$ cat src/rtl/adc_seq_pkg.sv
package adc_seq_pkg;

   typedef enum logic [1:0] {
      ST_IDLE = 2'd0,
      ST_CONV = 2'd1,
      ST_READ = 2'd2
   } seq_state_t;

   // Round a time in ns up to whole clock cycles.
   function automatic int ns_to_cyc(input int ns, input int clk_mhz);
      return (ns * clk_mhz + 999) / 1000;
   endfunction

endpackage

$ cat src/rtl/adc_eoc_sync.sv
module adc_eoc_sync #(
   parameter int STAGES = 2
) (
   input  logic clk,
   input  logic rst_n,
   input  logic eoc_n_i,
   output logic fall_o
);

   initial begin
      assert (STAGES >= 2) else $error("synchronizer needs at least two stages");
   end

   // sh_q[STAGES-1] is the synchronized level, sh_q[STAGES] its previous value
   logic [STAGES:0] sh_q;

   always_ff @(posedge clk or negedge rst_n) begin
      if (!rst_n) sh_q <= '1;
      else        sh_q <= {sh_q[STAGES-1:0], eoc_n_i};
   end

   assign fall_o = sh_q[STAGES] & ~sh_q[STAGES-1];

endmodule

$ cat src/rtl/adc_period_timer.sv
module adc_period_timer #(
   parameter int PERIOD_W  = 16,
   parameter int MIN_PER   = 418,
   parameter int GUARD_CYC = 50
) (
   input  logic                clk,
   input  logic                rst_n,
   input  logic                en_i,
   input  logic [PERIOD_W-1:0] period_i,
   output logic                tick_o,
   output logic                room_o
);

   localparam logic [PERIOD_W-1:0] MIN_P   = PERIOD_W'(MIN_PER);
   localparam logic [PERIOD_W-1:0] GUARD_P = PERIOD_W'(GUARD_CYC);

   initial begin
      assert (MIN_PER < (1 << PERIOD_W)) else $error("minimum period does not fit the period width");
      assert (MIN_PER > GUARD_CYC) else $error("minimum period must exceed the guard time");
   end

   logic [PERIOD_W-1:0] cnt_q;
   logic [PERIOD_W-1:0] eff_per;

   assign eff_per = (period_i < MIN_P) ? MIN_P : period_i;
   assign tick_o  = en_i && (cnt_q == '0);
   // cycles from now until the next tick cycle
   assign room_o  = (eff_per - cnt_q) >= GUARD_P;

   always_ff @(posedge clk or negedge rst_n) begin
      if (!rst_n)                       cnt_q <= '0;
      else if (!en_i)                   cnt_q <= '0;
      else if (cnt_q >= eff_per - 1'b1) cnt_q <= '0;
      else                              cnt_q <= cnt_q + 1'b1;
   end

   AST_TICK_SINGLE: assert property (@(posedge clk) disable iff (!rst_n)
      tick_o |=> !tick_o) else $error("tick lasted two cycles");

endmodule

$ cat src/rtl/adc_seq_fsm.sv
module adc_seq_fsm
   import adc_seq_pkg::*;
#(
   parameter int DATA_W      = 12,
   parameter int RD_HOLD_CYC = 3,
   parameter int TIMEOUT_CYC = 400
) (
   input  logic              clk,
   input  logic              rst_n,
   input  logic              en_i,
   input  logic              tick_i,
   input  logic              fall_i,
   input  logic              room_i,
   input  logic [DATA_W-1:0] db_i,
   output logic              convst_o,
   output logic              cs_n_o,
   output logic              rd_n_o,
   output logic              vld_o,
   output logic              err_o,
   output logic [DATA_W-1:0] raw_o
);

   localparam int TW = $clog2(TIMEOUT_CYC + 1);
   localparam int RW = $clog2(RD_HOLD_CYC + 1);
   localparam logic [TW-1:0] TMO_LAST = TW'(TIMEOUT_CYC - 1);
   localparam logic [RW-1:0] RD_LAST  = RW'(RD_HOLD_CYC - 1);

   initial begin
      assert (RD_HOLD_CYC >= 1) else $error("read hold must be at least one cycle");
      assert (TIMEOUT_CYC >= 2) else $error("timeout too short");
   end

   seq_state_t        state_q, nxt;
   logic [TW-1:0]     to_cnt_q;
   logic [RW-1:0]     rd_cnt_q;
   logic              convst_q, err_q, vld_q;
   logic [DATA_W-1:0] raw_q;
   logic              tmo, done;

   assign tmo  = en_i && (state_q == ST_CONV) && !fall_i && (to_cnt_q == TMO_LAST);
   assign done = en_i && (state_q == ST_READ) && (rd_cnt_q == RD_LAST);

   always_comb begin
      nxt = state_q;
      unique case (state_q)
         ST_IDLE: if (tick_i) nxt = ST_CONV;
         ST_CONV: begin
            if (fall_i)                    nxt = room_i ? ST_READ : ST_IDLE;
            else if (to_cnt_q == TMO_LAST) nxt = ST_IDLE;
         end
         ST_READ: if (rd_cnt_q == RD_LAST) nxt = ST_IDLE;
         default: nxt = ST_IDLE;
      endcase
      if (!en_i) nxt = ST_IDLE;
   end

   always_ff @(posedge clk or negedge rst_n) begin
      if (!rst_n) begin
         state_q  <= ST_IDLE;
         to_cnt_q <= '0;
         rd_cnt_q <= '0;
         convst_q <= 1'b0;
         err_q    <= 1'b0;
         vld_q    <= 1'b0;
         raw_q    <= '0;
      end else begin
         state_q  <= nxt;
         to_cnt_q <= (state_q == ST_CONV) ? to_cnt_q + 1'b1 : '0;
         rd_cnt_q <= (state_q == ST_READ) ? rd_cnt_q + 1'b1 : '0;
         convst_q <= tick_i && (state_q == ST_IDLE);
         err_q    <= tmo;
         vld_q    <= done;
         if (done) raw_q <= db_i;
      end
   end

   assign convst_o = convst_q;
   assign cs_n_o   = (state_q != ST_READ);
   assign rd_n_o   = (state_q != ST_READ);
   assign vld_o    = vld_q;
   assign err_o    = err_q;
   assign raw_o    = raw_q;

   AST_TICK_WHEN_IDLE: assert property (@(posedge clk) disable iff (!rst_n)
      tick_i |-> state_q == ST_IDLE) else $error("period tick while busy");

   AST_TIMEOUT_BOUND: assert property (@(posedge clk) disable iff (!rst_n)
      state_q == ST_CONV |-> to_cnt_q < TW'(TIMEOUT_CYC)) else $error("conversion overran timeout");

   AST_VALID_AFTER_READ: assert property (@(posedge clk) disable iff (!rst_n)
      vld_q |-> $past(state_q == ST_READ)) else $error("valid without read");

   AST_ERR_NO_READ: assert property (@(posedge clk) disable iff (!rst_n)
      err_q |-> !vld_q && cs_n_o) else $error("error together with read");

endmodule

$ cat src/rtl/adc_code_fmt.sv
module adc_code_fmt #(
   parameter int DATA_W    = 12,
   parameter int OUT_W     = 16,
   parameter bit TWOS_COMP = 1'b1
) (
   input  logic [DATA_W-1:0] raw_i,
   output logic [OUT_W-1:0]  data_o
);

   localparam int PAD = OUT_W - DATA_W;

   initial begin
      assert (OUT_W > DATA_W) else $error("output must be wider than the converter code");
   end

   generate
      if (TWOS_COMP) begin : g_signed
         assign data_o = {{PAD{raw_i[DATA_W-1]}}, raw_i};
      end else begin : g_unsigned
         assign data_o = {{PAD{1'b0}}, raw_i};
      end
   endgenerate

endmodule

$ cat src/rtl/adc_seq.sv
module adc_seq
   import adc_seq_pkg::*;
#(
   parameter int DATA_W         = 12,
   parameter int OUT_W          = 16,
   parameter int PERIOD_W       = 16,
   parameter int CLK_MHZ        = 250,
   parameter int CONV_NS        = 1470,
   parameter int ACQ_NS         = 200,
   parameter int GUARD_NS       = 200,
   parameter int TMO_MARGIN_CYC = 32,
   parameter int RD_HOLD_CYC    = 3,
   parameter bit TWOS_COMP      = 1'b1
) (
   input  logic                clk,
   input  logic                rst_n,
   input  logic                en_i,
   input  logic [PERIOD_W-1:0] period_i,
   input  logic                eoc_n_i,
   input  logic [DATA_W-1:0]   db_i,
   output logic                convst_o,
   output logic                cs_n_o,
   output logic                rd_n_o,
   output logic                smp_valid_o,
   output logic [OUT_W-1:0]    smp_data_o,
   output logic                err_o
);

   localparam int CONV_CYC    = ns_to_cyc(CONV_NS, CLK_MHZ);
   localparam int ACQ_CYC     = ns_to_cyc(ACQ_NS, CLK_MHZ);
   localparam int GUARD_CYC   = ns_to_cyc(GUARD_NS, CLK_MHZ);
   localparam int MIN_PER     = CONV_CYC + ACQ_CYC;
   localparam int TIMEOUT_CYC = CONV_CYC + TMO_MARGIN_CYC;
   localparam int GW          = $clog2(GUARD_CYC + 1);

   initial begin
      assert (TIMEOUT_CYC + 2 <= MIN_PER) else $error("timeout must end before the next period");
      assert (RD_HOLD_CYC < GUARD_CYC) else $error("read hold must fit in the guard window");
   end

   logic tick, room, fall;
   logic [DATA_W-1:0] raw;

   adc_eoc_sync #(.STAGES(2)) u_sync (
      .clk(clk), .rst_n(rst_n), .eoc_n_i(eoc_n_i), .fall_o(fall)
   );

   adc_period_timer #(
      .PERIOD_W(PERIOD_W), .MIN_PER(MIN_PER), .GUARD_CYC(GUARD_CYC)
   ) u_timer (
      .clk(clk), .rst_n(rst_n), .en_i(en_i), .period_i(period_i),
      .tick_o(tick), .room_o(room)
   );

   adc_seq_fsm #(
      .DATA_W(DATA_W), .RD_HOLD_CYC(RD_HOLD_CYC), .TIMEOUT_CYC(TIMEOUT_CYC)
   ) u_fsm (
      .clk(clk), .rst_n(rst_n), .en_i(en_i), .tick_i(tick), .fall_i(fall),
      .room_i(room), .db_i(db_i), .convst_o(convst_o), .cs_n_o(cs_n_o),
      .rd_n_o(rd_n_o), .vld_o(smp_valid_o), .err_o(err_o), .raw_o(raw)
   );

   adc_code_fmt #(
      .DATA_W(DATA_W), .OUT_W(OUT_W), .TWOS_COMP(TWOS_COMP)
   ) u_fmt (
      .raw_i(raw), .data_o(smp_data_o)
   );

   // distance in cycles since the last falling edge of the read strobe
   logic          rd_prev_q;
   logic [GW-1:0] gap_q;

   always_ff @(posedge clk or negedge rst_n) begin
      if (!rst_n) begin
         rd_prev_q <= 1'b1;
         gap_q     <= GW'(GUARD_CYC);
      end else begin
         rd_prev_q <= rd_n_o;
         if (rd_prev_q && !rd_n_o)       gap_q <= GW'(1);
         else if (gap_q < GW'(GUARD_CYC)) gap_q <= gap_q + 1'b1;
      end
   end

   AST_BUS_FREE_AT_CONVERT: assert property (@(posedge clk) disable iff (!rst_n)
      convst_o |-> cs_n_o && rd_n_o) else $error("bus driven at convert");

   AST_READ_GUARD: assert property (@(posedge clk) disable iff (!rst_n)
      $rose(convst_o) |-> gap_q >= GW'(GUARD_CYC)) else $error("read too close to convert");

endmodule

$ cat config.mk
export PLATFORM = sky130hd
export DESIGN_NAME = adc_seq
export DESIGN_NICKNAME = d
export VERILOG_FILES = /design/src/rtl/adc_seq_pkg.sv /design/src/rtl/adc_eoc_sync.sv /design/src/rtl/adc_period_timer.sv /design/src/rtl/adc_seq_fsm.sv /design/src/rtl/adc_code_fmt.sv /design/src/rtl/adc_seq.sv
export SDC_FILE = /design/constraint.sdc
export NUM_CORES = 1
export LEC_CHECK = 0
export BUFFER_PORTS_ARGS = -buffer_cell sky130_fd_sc_hd__buf_2
export CAP_MARGIN = 20
export CORE_ASPECT_RATIO = 0.9
export CORE_UTILIZATION = 41
export CTS_CLUSTER_DIAMETER = 100
export DETAILED_ROUTE_END_ITERATION = 10
export REMOVE_ABC_BUFFERS = 1
export SLEW_MARGIN = 0
export SYNTH_ARGS = -nofsm -noshare
export SYNTH_HDL_FRONTEND = slang
export SYNTH_SLANG_ARGS = --single-unit
$ cat constraint.sdc
create_clock -name clk -period 6.21 [get_ports clk]
set_input_delay 1.863 -clock clk [delete_from_list [all_inputs] [get_ports clk]]
set_output_delay 1.863 -clock clk [all_outputs]
set_load 0.02 [all_outputs]
==> results of run 1 <==
==> Yosys cell counts (all sizes together) (4+ instances only) <==
cell type	count	area (sq um)
nand2	58	218
inv	24	90.1
o22ai	4	25.0
a21oi	33	165
buf	7	53.8
nor2	35	134
nor3	13	65.1
dfrtp	44	1100
nand2b	9	63.8
nand4	7	43.8
xor2	10	87.6
o31ai	4	30.0
and3	4	25.0
a21o	9	67.6
nor4	5	31.3
nand3	13	65.1
ha	37	463
o21ai	10	50.1
or3	8	65.1
xnor2	26	228
o211ai	4	30.0
clkbuf	12	45.0
==> logic make-up after synthesis <==
family	count (synthesis)	share of synthesized area, %
compound gates	87	15.3
mux	1	0.276
xor+xnor	36	8.70
flops	47	32.5
simple gates	174	24.4
fa+ha+maj	38	13.3
buf+inv	44	5.49
==> layout by cell type (no fill, tap or decap), types with 3 or more instances in the layout <==
master	n
ha_1	37
inv_1	24
a31oi_1	3
xor2_1	10
dfstp_2	3
nor2b_1	3
or3_1	5
nand3b_1	3
or3_4	3
nor4_1	5
o31ai_1	4
nor3_1	13
xnor2_1	26
a22oi_1	3
nand3_1	13
nor2_1	34
dfrtp_1	44
nand2b_1	8
clkbuf_8	6
nand2_1	58
o211ai_1	4
a21o_1	9
a21oi_1	33
buf_2	52
nor4b_1	3
o22ai_1	4
o21ai_0	10
or2b_1	3
nand4_1	7
buf_4	3
and3_1	4
==> power by group through the flow <==
| stage | clock network [mW] | logic (mW) | registers [mW] |
|---|---|---|---|
| floorplan | 0 | 0.179 | 0.353 |
| global placement | 0 | 0.250 | 0.357 |
| detailed placement | 0 | 0.254 | 0.358 |
| CTS | 0.195 | 0.255 | 0.352 |
| global route | 0.207 | 0.288 | 0.356 |
| finish | 0.189 | 0.256 | 0.352 |
==> worst paths after layout <==
kind / end / slack (ns) / cells after the start
worst max-delay path: u_fsm.state_q[1] / 0.30 / 14
worst min-delay path: u_sync.sh_q[1] / 0.35 / 0
worst max register to register: u_fsm.state_q[1] / 2.88 / 9
worst min register to register: u_sync.sh_q[1] / 0.35 / 0
max in group asynchronous: u_sync.sh_q[0] / 4.21 / 2
min in group asynchronous: u_fsm.vld_o / 1.45 / 1
==> sequential cells by signal (all words and copies together) (netlist names) <==
register and cells:
u_fsm.vld_o 1, u_fsm.state_q 2, u_fsm.to_cnt_q 9, u_fsm.rd_cnt_q 2, u_timer.cnt_q 16, u_fsm.convst_o 1, u_fsm.err_o 1, u_fsm.raw_o 12
u_sync.sh_q 3
==> metrics by stage <==
step	hold slack, ns	total power [mW]	setup TNS (ns)	instance area, sq um
2_1_floorplan	0.345	0.532	0	3520
3_3_place_gp	0.347	0.607	0	3940
3_5_place_dp	0.347	0.612	-0.132	3940
4_1_cts	0.358	0.802	0	4040
5_1_grt	0.364	0.851	0	4060
6_report	0.351	0.797	0	4060
==> per-layer routing <==
| layer | GRT usage, % | wire length [um] | vias to the layer above |
|---|---|---|---|
| met1 | 27.2 | 4100 | 1474 |
| met3 | 3.54 | 344 | 4 |
| met4 | 2.54 | 34 | 0 |
| met2 | 29.3 | 3730 | 70 |
| met5 | 0 | 0 | - |
| li1 | - | - | 1578 |
==> area by class of cell <==
cell class,count,area share (%)
clock buffers,7,2.12
repair buffers,56,7.45
clock inverters,1,0.216
flip-flops and latches,47,29.0
multi-input cells,336,55.3
inverters,24,2.22
well taps,119,3.66
==> metrics, run 1 <==
result of the run=finished, violations left; failing checks=DRC; Layout area overhead=12.1%; Yosys warnings=0; worst relative slew slack=55.8%; worst skew pair latency=0.29 ns; sw frac=34.0%; utilization after layout=47.4%; first-pass GRT wire length=13.8 mm; Seq/Total Area, Yosys=32.5%; DR DRC count=1; CTS Hold Bufs=0; fill cell count=893; peak supply drop=91.5 uV; Hold Crit Start=u_sync.sh_q[0]; EDFF count, synth=0; final worst-path cycle share=95.2%; Buf+Inv Stages, Crit Path=2; CTS Root Cell=clkbuf_8; critical path, cell by cell=buf_2, or3_4, or3_4, or4_1, buf_4, or2b_1, ha_1, o211ai_1, or3b_2, a211oi_1, nand4_1, mux2i_1, nor4b_1, a41oi_1; pwr dens=196 nW/um^2; TritonCTS clock tree=done; placed insts=580; GRT Util Overall=18.7%; Post-CTS Setup Bufs=0; Pleak=1.91 nW; Clock Skew=0.00615 ns; Multi-input gate area=2250 sq um; Worst Setup SP=period_i[11]; Crit. End Element=register; pre-CTS WS=-0.0998 ns; fin cells=590; post-cts sizing count=0; Chip Height=91.2 um; Final GP Congestion=0.886; Final Setup Violations=0; Seq cells post-synth=47; FF/Latch Area=1180 sq um; Post-Syn Area=3630 sq um; die width=101 um; final hold vios=0; Core Footprint=8570 sq um; P_int=0.526 mW; initial antenna violation count=0; 1st-iter DRT viols=188; crit path max fanout=7; combinational share of power=32.1%; drt wl/cell=13.9 um; final global-route overflow total=0; Rows=32; Longest Clk Path Bufs=2; DR vias/cell=5.30; vias in the first global route=2815; CTS buffer count=5; sequential power share=44.2%; Pre-Repair DR Iteration Count=7; Worst EP arrival=6.04 ns; clock slew at reported path FFs=0.08 ns; Clk pwr share=23.8%; RSZ-0062 raised after global routing=false; Net Sw Power=0.271 mW; Max Cap Viol=0; Highest Clock Rate=0.169 GHz; Slew Limit Fails=0; share of layout cells above drive strength 1=15.9%; ys flop type=dfrtp_1; Async SR Flop Fraction=100%; Hold WC Path Type=register to register; die area=9220 sq um; largest net degree at the start of global routing=48; post-synth cell types=56; most frequent CP cell=or3_4; CTS sink cnt=47; Mapped Cells=427; Initial Utilization=42.3%; I/O Buffers=52; Vias=3126; ANT nets after route=0; worst slew pin tran=0.647 ns; Critical Path RT=6.34 ns; IO Pins=53; critical path startpoint category=primary input; final wirelength=8.21 mm; slowest cell delay on critical path=0.54 ns; Final HPWL DP=6.55 mm; fin nets=540; worst r2r src=u_timer.cnt_q[2]; CP top delay family=simple AND/OR/NAND/NOR gates; WS Path Type=primary input to register; H-tree lvl count=2; # diodes=0; Syn Area/Cell=8.49 sq um; PnR worst setup slack=0.296 ns; crit path max-delay cell type=or4_1; minimum clock period=5.91 ns
Note: power is estimated with default switching activity, not from simulation.
==> run 2: changes to the inputs <==
--- a/config.mk
+++ b/config.mk
@@ -11,6 +11,7 @@
 export CORE_UTILIZATION = 41
 export CTS_CLUSTER_DIAMETER = 100
 export DETAILED_ROUTE_END_ITERATION = 10
+export PLACE_DENSITY_LB_ADDON = 0.15
 export REMOVE_ABC_BUFFERS = 1
 export SLEW_MARGIN = 0
 export SYNTH_ARGS = -nofsm -noshare
==> constraint.sdc (replaced) <==
create_clock -name clk -period 6 [get_ports clk]
set_input_delay 1.8 -clock clk [delete_from_list [all_inputs] [get_ports clk]]
set_output_delay 1.8 -clock clk [all_outputs]
set_load 0.02 [all_outputs]
==> run 2 against run 1 <==
Compared with the run above: largest cell class unchanged; non-clock buffer count up 6; sequential power up 3%; via count up 2.0%; the flow still finishes with violations (DRC); clock power about the same; design area up 1.3%; critical endpoint unchanged; die area unchanged; critical path type unchanged; sequential cell count unchanged; count of clock-buffer cells in the layout down 1; cell count up 0.85%.
==> metrics, run 2 (same netlist as run 1, synthesis figures left out) <==
critical path, cell by cell=buf_2, or3_4, or3_4, or4_1, buf_4, nand2b_4, ha_1, a21o_1, a2111oi_1, a211oi_2, nand4_1, mux2i_1, nor4b_1, a41oi_1; Initial Utilization=42.3%; Net Sw Power=0.281 mW; r2r worst-path depth=9; Post-CTS Setup Bufs=0; Highest Clock Rate=0.174 GHz; final instance area=4120 sq um; Vias=3187; Crit. End Element=register; Pre-Repair DR Iteration Count=7; crit path max fanout=7; pwr dens=200 nW/um^2; combinational share of power=33.0%; critical path startpoint category=primary input; final setup TNS=0 ns; CTS Hold Bufs=0; 1st-iter DRT viols=132; result of the run=finished, violations left; minimum clock period=5.73 ns; final worst-path cycle share=95.5%; crit path max-delay cell type=a2111oi_1; first-pass GRT wire length=14.8 mm; Worst Setup SP=period_i[11]; peak supply drop=98.6 uV; Layout area overhead=13.5%; # diodes=0; sequential power share=44.1%; most frequent CP cell=or3_4; leading cell type in the layout, fill and taps excluded=nand2_1; GRT Util Overall=20.1%; Clk pwr share=22.9%; total power=0.824 mW; slowest cell delay on critical path=0.56 ns; drt wl/cell=14.4 um; H-tree lvl count=2; RSZ-0062 raised after global routing=false; Slew Limit Fails=0; share of layout cells above drive strength 1=17.4%; Max Cap Viol=0; Rows=32; vias in the first global route=3031; Hold Path Depth=0; worst slew pin tran=0.558 ns; I/O Buffers=52; final global-route overflow total=0; area post-placement=4000 sq um; commonest cells after routing, fill and taps aside=nand2_1, buf_2, dfrtp_1; ANT nets after route=0; DR DRC count=1; largest net degree at the start of global routing=48; clock slew at reported path FFs=0.08 ns; worst reg2reg setup slack=2.79 ns; sw frac=34.1%; max reg flops=16; hold_ws=0.358 ns; CTS Root Cell=clkbuf_8; fin cells=595; Critical Path RT=6.13 ns; Pleak=1.94 nW; placed insts=587; post-cts sizing count=0; DR vias/cell=5.36; CTS buffer count=5; Worst EP arrival=5.86 ns; sink of the worst hold path=u_sync.sh_q[1]; initial antenna violation count=0; WS Path Type=primary input to register; failing checks=DRC; Final Setup Violations=0; die width=101 um; Final GP Congestion=0.874; final wirelength=8.55 mm; Chip Height=91.2 um; worst r2r src=u_timer.cnt_q[2]; worst relative slew slack=62.7%; Core Footprint=8570 sq um; Hold WC Path Type=register to register; worst skew pair latency=0.29 ns; Hold Crit Start=u_sync.sh_q[0]; die area=9220 sq um; Largest Register=u_timer.cnt_q; fin nets=546; TritonCTS clock tree=done; Final HPWL DP=6.74 mm; Reg-to-Reg End=u_fsm.state_q[1]; CTS sink cnt=47; Clock Skew=0.00678 ns; final hold vios=0; P_int=0.543 mW; Longest Clk Path Bufs=2; IO Pins=53
[run 2: layout make-up]
| class | instances | area, sq um |
|---|---|---|
| Timing Repair Buffer | 62 | 352 |
| Clock inverter | 1 | 5.00 |
| Multi-Input combinational cell | 336 | 2260 |
| Inverter | 24 | 90.1 |
| Sequential cell | 47 | 1180 |
| Clock buffer | 6 | 82.6 |
| Fill cell | 852 | 4450 |
| Tap cell | 119 | 149 |
[run 2: power groups by stage]
stage          combinational, mW  clock (mW)  sequential [mW]
2_1_floorplan              0.185           0            0.365
3_3_place_gp               0.262           0            0.369
3_5_place_dp               0.267           0            0.370
4_1_cts                    0.269       0.196            0.363
5_1_grt                    0.308       0.208            0.368
6_report                   0.272       0.189            0.363
[run 2: worst max path at each step]
stage	endpoint	slack [ns]	cells after the start
5_1_grt	u_fsm.state_q[1]	0.02	14
2_1_floorplan	u_timer.cnt_q[6]	0.54	16
3_5_place_dp	u_fsm.state_q[1]	-0.18	13
4_1_cts	u_fsm.state_q[1]	0.13	13
6_report	u_fsm.state_q[1]	0.27	14
3_3_place_gp	u_fsm.state_q[1]	-0.04	13
[run 2: routing by layer]
| metal | vias up | track usage, % | wire length, um |
|---|---|---|---|
| met3 | 6 | 3.39 | 412 |
| met1 | 1505 | 29.6 | 4280 |
| met4 | 0 | 3.26 | 59 |
| li1 | 1599 | - | - |
| met5 | - | 0 | 0 |
| met2 | 77 | 31.0 | 3800 |
[run 2: critical path, delay by kind of cell]
family	cells	cell delay (ns)
and+or+nand+nor	6	2.02
AOI/OAI and AO/OA	4	1.27
buffers and inverters	2	0.33
adders and majority gates	1	0.32
muxes	1	0.11
[run 2: metrics by stage]
stage | setup slack (ns) | util (%)
2_1_floorplan | 0.536 | -
3_3_place_gp | -0.0449 | 46.5
3_5_place_dp | -0.182 | 46.7
4_1_cts | 0.127 | 47.7
5_1_grt | 0.0216 | 48.0
6_report | 0.269 | 48.0
==> run 3: changes to the inputs <==
--- a/config.mk
+++ b/config.mk
@@ -6,14 +6,13 @@
 export NUM_CORES = 1
 export LEC_CHECK = 0
 export BUFFER_PORTS_ARGS = -buffer_cell sky130_fd_sc_hd__buf_2
-export CAP_MARGIN = 20
 export CORE_ASPECT_RATIO = 0.9
 export CORE_UTILIZATION = 41
 export CTS_CLUSTER_DIAMETER = 100
 export DETAILED_ROUTE_END_ITERATION = 10
 export PLACE_DENSITY_LB_ADDON = 0.15
 export REMOVE_ABC_BUFFERS = 1
-export SLEW_MARGIN = 0
 export SYNTH_ARGS = -nofsm -noshare
 export SYNTH_HDL_FRONTEND = slang
+export SYNTH_HIERARCHICAL = 1
 export SYNTH_SLANG_ARGS = --single-unit
==> run 3 against run 2 <==
Compared with the run above: the flow now finishes without violations; worst hold slack worse by 0.00074 ns; largest cell class unchanged; core utilization down 1.7 points; sequential share of layout area up 1.0 points.
==> metrics, run 3 <==
result of the run=completed; Max Cap Viol=0; Worst EP arrival=5.86 ns; Yosys warnings=6; Pleak=1.87 nW; final setup TNS=0 ns; final wirelength=7.64 mm; post-cts sizing count=0; critical path, cell by cell=buf_2, or3_4, or3_4, or4_1, nand2_1, ha_1, fa_1, nand2b_1, a21oi_1, o41ai_1, o21ai_0, nand2_1, o31ai_1, nor4_1, o2111ai_1, nand2_1, o22ai_1, and2_1; crit path max-delay cell type=or4_1; met2 Usage GRT=28.2%; most numerous cell in the Yosys netlist=nor2_1; Chip Height=91.2 um; Slew Limit Fails=0; DR DRC count=0; sink of the worst hold path=u_sync/sh_q[1]; Longest Clk Path Bufs=2; critical path startpoint category=primary input; clock slew at reported path FFs=0.07 ns; ys flop type=dfrtp_1; Final GP Congestion=0.874; Layout area overhead=9.55%; r2r worst-path depth=14; DR vias/cell=5.06; Seq/Total Area, Yosys=32.5%; worst r2r src=u_timer/cnt_q[0]; ANT nets after route=0; Post-CTS Setup Bufs=0; GR Util met3=2.77%; CTS Hold Bufs=0; minimum clock period=5.68 ns; worst reg2reg setup slack=2.78 ns; worst relative slew slack=31.6%; Core Footprint=8570 sq um; first-pass GRT wire length=13.0 mm; die width=101 um; Hold Path Depth=0; utilization after layout=46.4%; Async SR Flop Fraction=100%; worst slew pin tran=1.03 ns; largest net degree at the start of global routing=48; Area contributors post-synth=dfrtp_1, ha_1, xnor2_1; 1st-iter DRT viols=115; CTS Root Cell=clkbuf_8; Rows=32; Seq cells post-synth=47; Highest Clock Rate=0.176 GHz; top cell type by total area after synthesis=dfrtp_1; Largest Register=u_timer/cnt_q; I/O Buffers=52; Hold WC Path Type=register to register; placed insts=554; die area=9230 sq um; fill cell count=868; Syn Area/Cell=8.94 sq um; H-tree lvl count=2; EDFF count, synth=0; Mapped Cells=406; worst skew pair latency=0.29 ns; Clock Skew=0.00621 ns; WS Path Type=primary input to register; peak supply drop=101 uV; final global-route overflow total=0; Final HPWL DP=6.14 mm; final worst-path cycle share=94.6%; Pre-Repair DR Iteration Count=4; pwr dens=162 nW/um^2; vias in the first global route=2669; Reg-to-Reg End=u_fsm/state_q[1]; most frequent cells after synthesis=nor2_1, dfrtp_1, ha_1; RSZ-0062 raised after global routing=false; GRT Util Overall=17.8%; Final Setup Violations=0; crit path max fanout=8; initial antenna violation count=0; final hold vios=0; Worst Setup SP=period_i[11]; drt wl/cell=13.6 um; fin nets=511; Synth top area share=30.3%; share of layout cells above drive strength 1=19.6%; slowest cell delay on critical path=0.55 ns; most frequent CP cell=nand2_1; Post-Syn Area=3630 sq um; met1 Use GR=25.6%; CTS buffer count=5; post-synth cell types=56; Critical Path RT=6.18 ns; TritonCTS clock tree=done; hold_ws=0.357 ns; fin cells=562; Initial Utilization=42.3%; Hold Crit Start=u_sync/sh_q[0]; max reg flops=16; # diodes=0; CTS sink cnt=47; IO Pins=53; busiest grt layer=met2; commonest cells after routing, fill and taps aside=buf_2, nor2_1, dfrtp_1; Crit. End Element=register; Vias=2841
[run 3: critical path, delay by kind of cell]
family	cells	cell delay (ns)
adder cells (fa/ha/maj)	2	0.39
AO/OA/AOI/OAI	6	1.22
buffers and inverters	1	0.12
AND/OR/NAND/NOR	9	2.32
[run 3: cell families (layout without fill, tap and decap cells)]
logic type,count (synthesis),in the layout,share of synthesized area [%]
XOR/XNOR,38,38,9.17
flip-flops,47,47,32.5
adder cells (fa/ha/maj),37,37,13.0
AO/OA/AOI/OAI,63,63,10.8
buffers and inverters,57,94,7.97
multiplexers,14,14,4.28
AND/OR/NAND/NOR,150,150,22.3
[run 3: through the flow]
| step | instance area (sq um) | total power [mW] | setup slack, ns |
|---|---|---|---|
| detailed placement | 3890 | 0.473 | 0.0655 |
| global route | 3980 | 0.684 | 0.0701 |
| floorplan | 3450 | 0.423 | 0.522 |
| global placement | 3890 | 0.471 | 0.137 |
| finish | 3980 | 0.643 | 0.323 |
| CTS | 3980 | 0.653 | 0.370 |
[run 3: power breakdown]
| group | switching [mW] | total [mW] | leakage (nW) | internal (mW) |
|---|---|---|---|---|
| clock | 0.0953 | 0.178 | 0.0395 | 0.0829 |
| combinational | 0.0751 | 0.134 | 1.19 | 0.0593 |
| sequential | 0.00714 | 0.331 | 0.641 | 0.324 |
[run 3: routing by layer]
metal | vias to the layer above | part of all wire (%)
met3 | 9 | 3.0
met4 | 0 | 1.2
met1 | 1339 | 50
met2 | 37 | 46
li1 | 1456 | -
met5 | - | 0
[run 3: how the worst max path moves through the flow]
stage                       endpoint  cells past startpoint
floorplan           u_fsm/state_q[1]                     17
global placement    u_fsm/state_q[1]                     17
detailed placement  u_fsm/state_q[1]                     17
CTS                 u_fsm/state_q[1]                     18
finish              u_fsm/state_q[1]                     18
global route        u_fsm/state_q[1]                     18
[run 3: final cells by class]
cell class | instances | area [sq um] | share of cell area, %
inverters | 29 | 109 | 2.74
well taps | 119 | 149 | 3.75
clock buffers | 8 | 80.1 | 2.01
repair buffers | 57 | 298 | 7.49
flip-flops and latches | 47 | 1180 | 29.7
multi-input cells | 302 | 2160 | 54.3
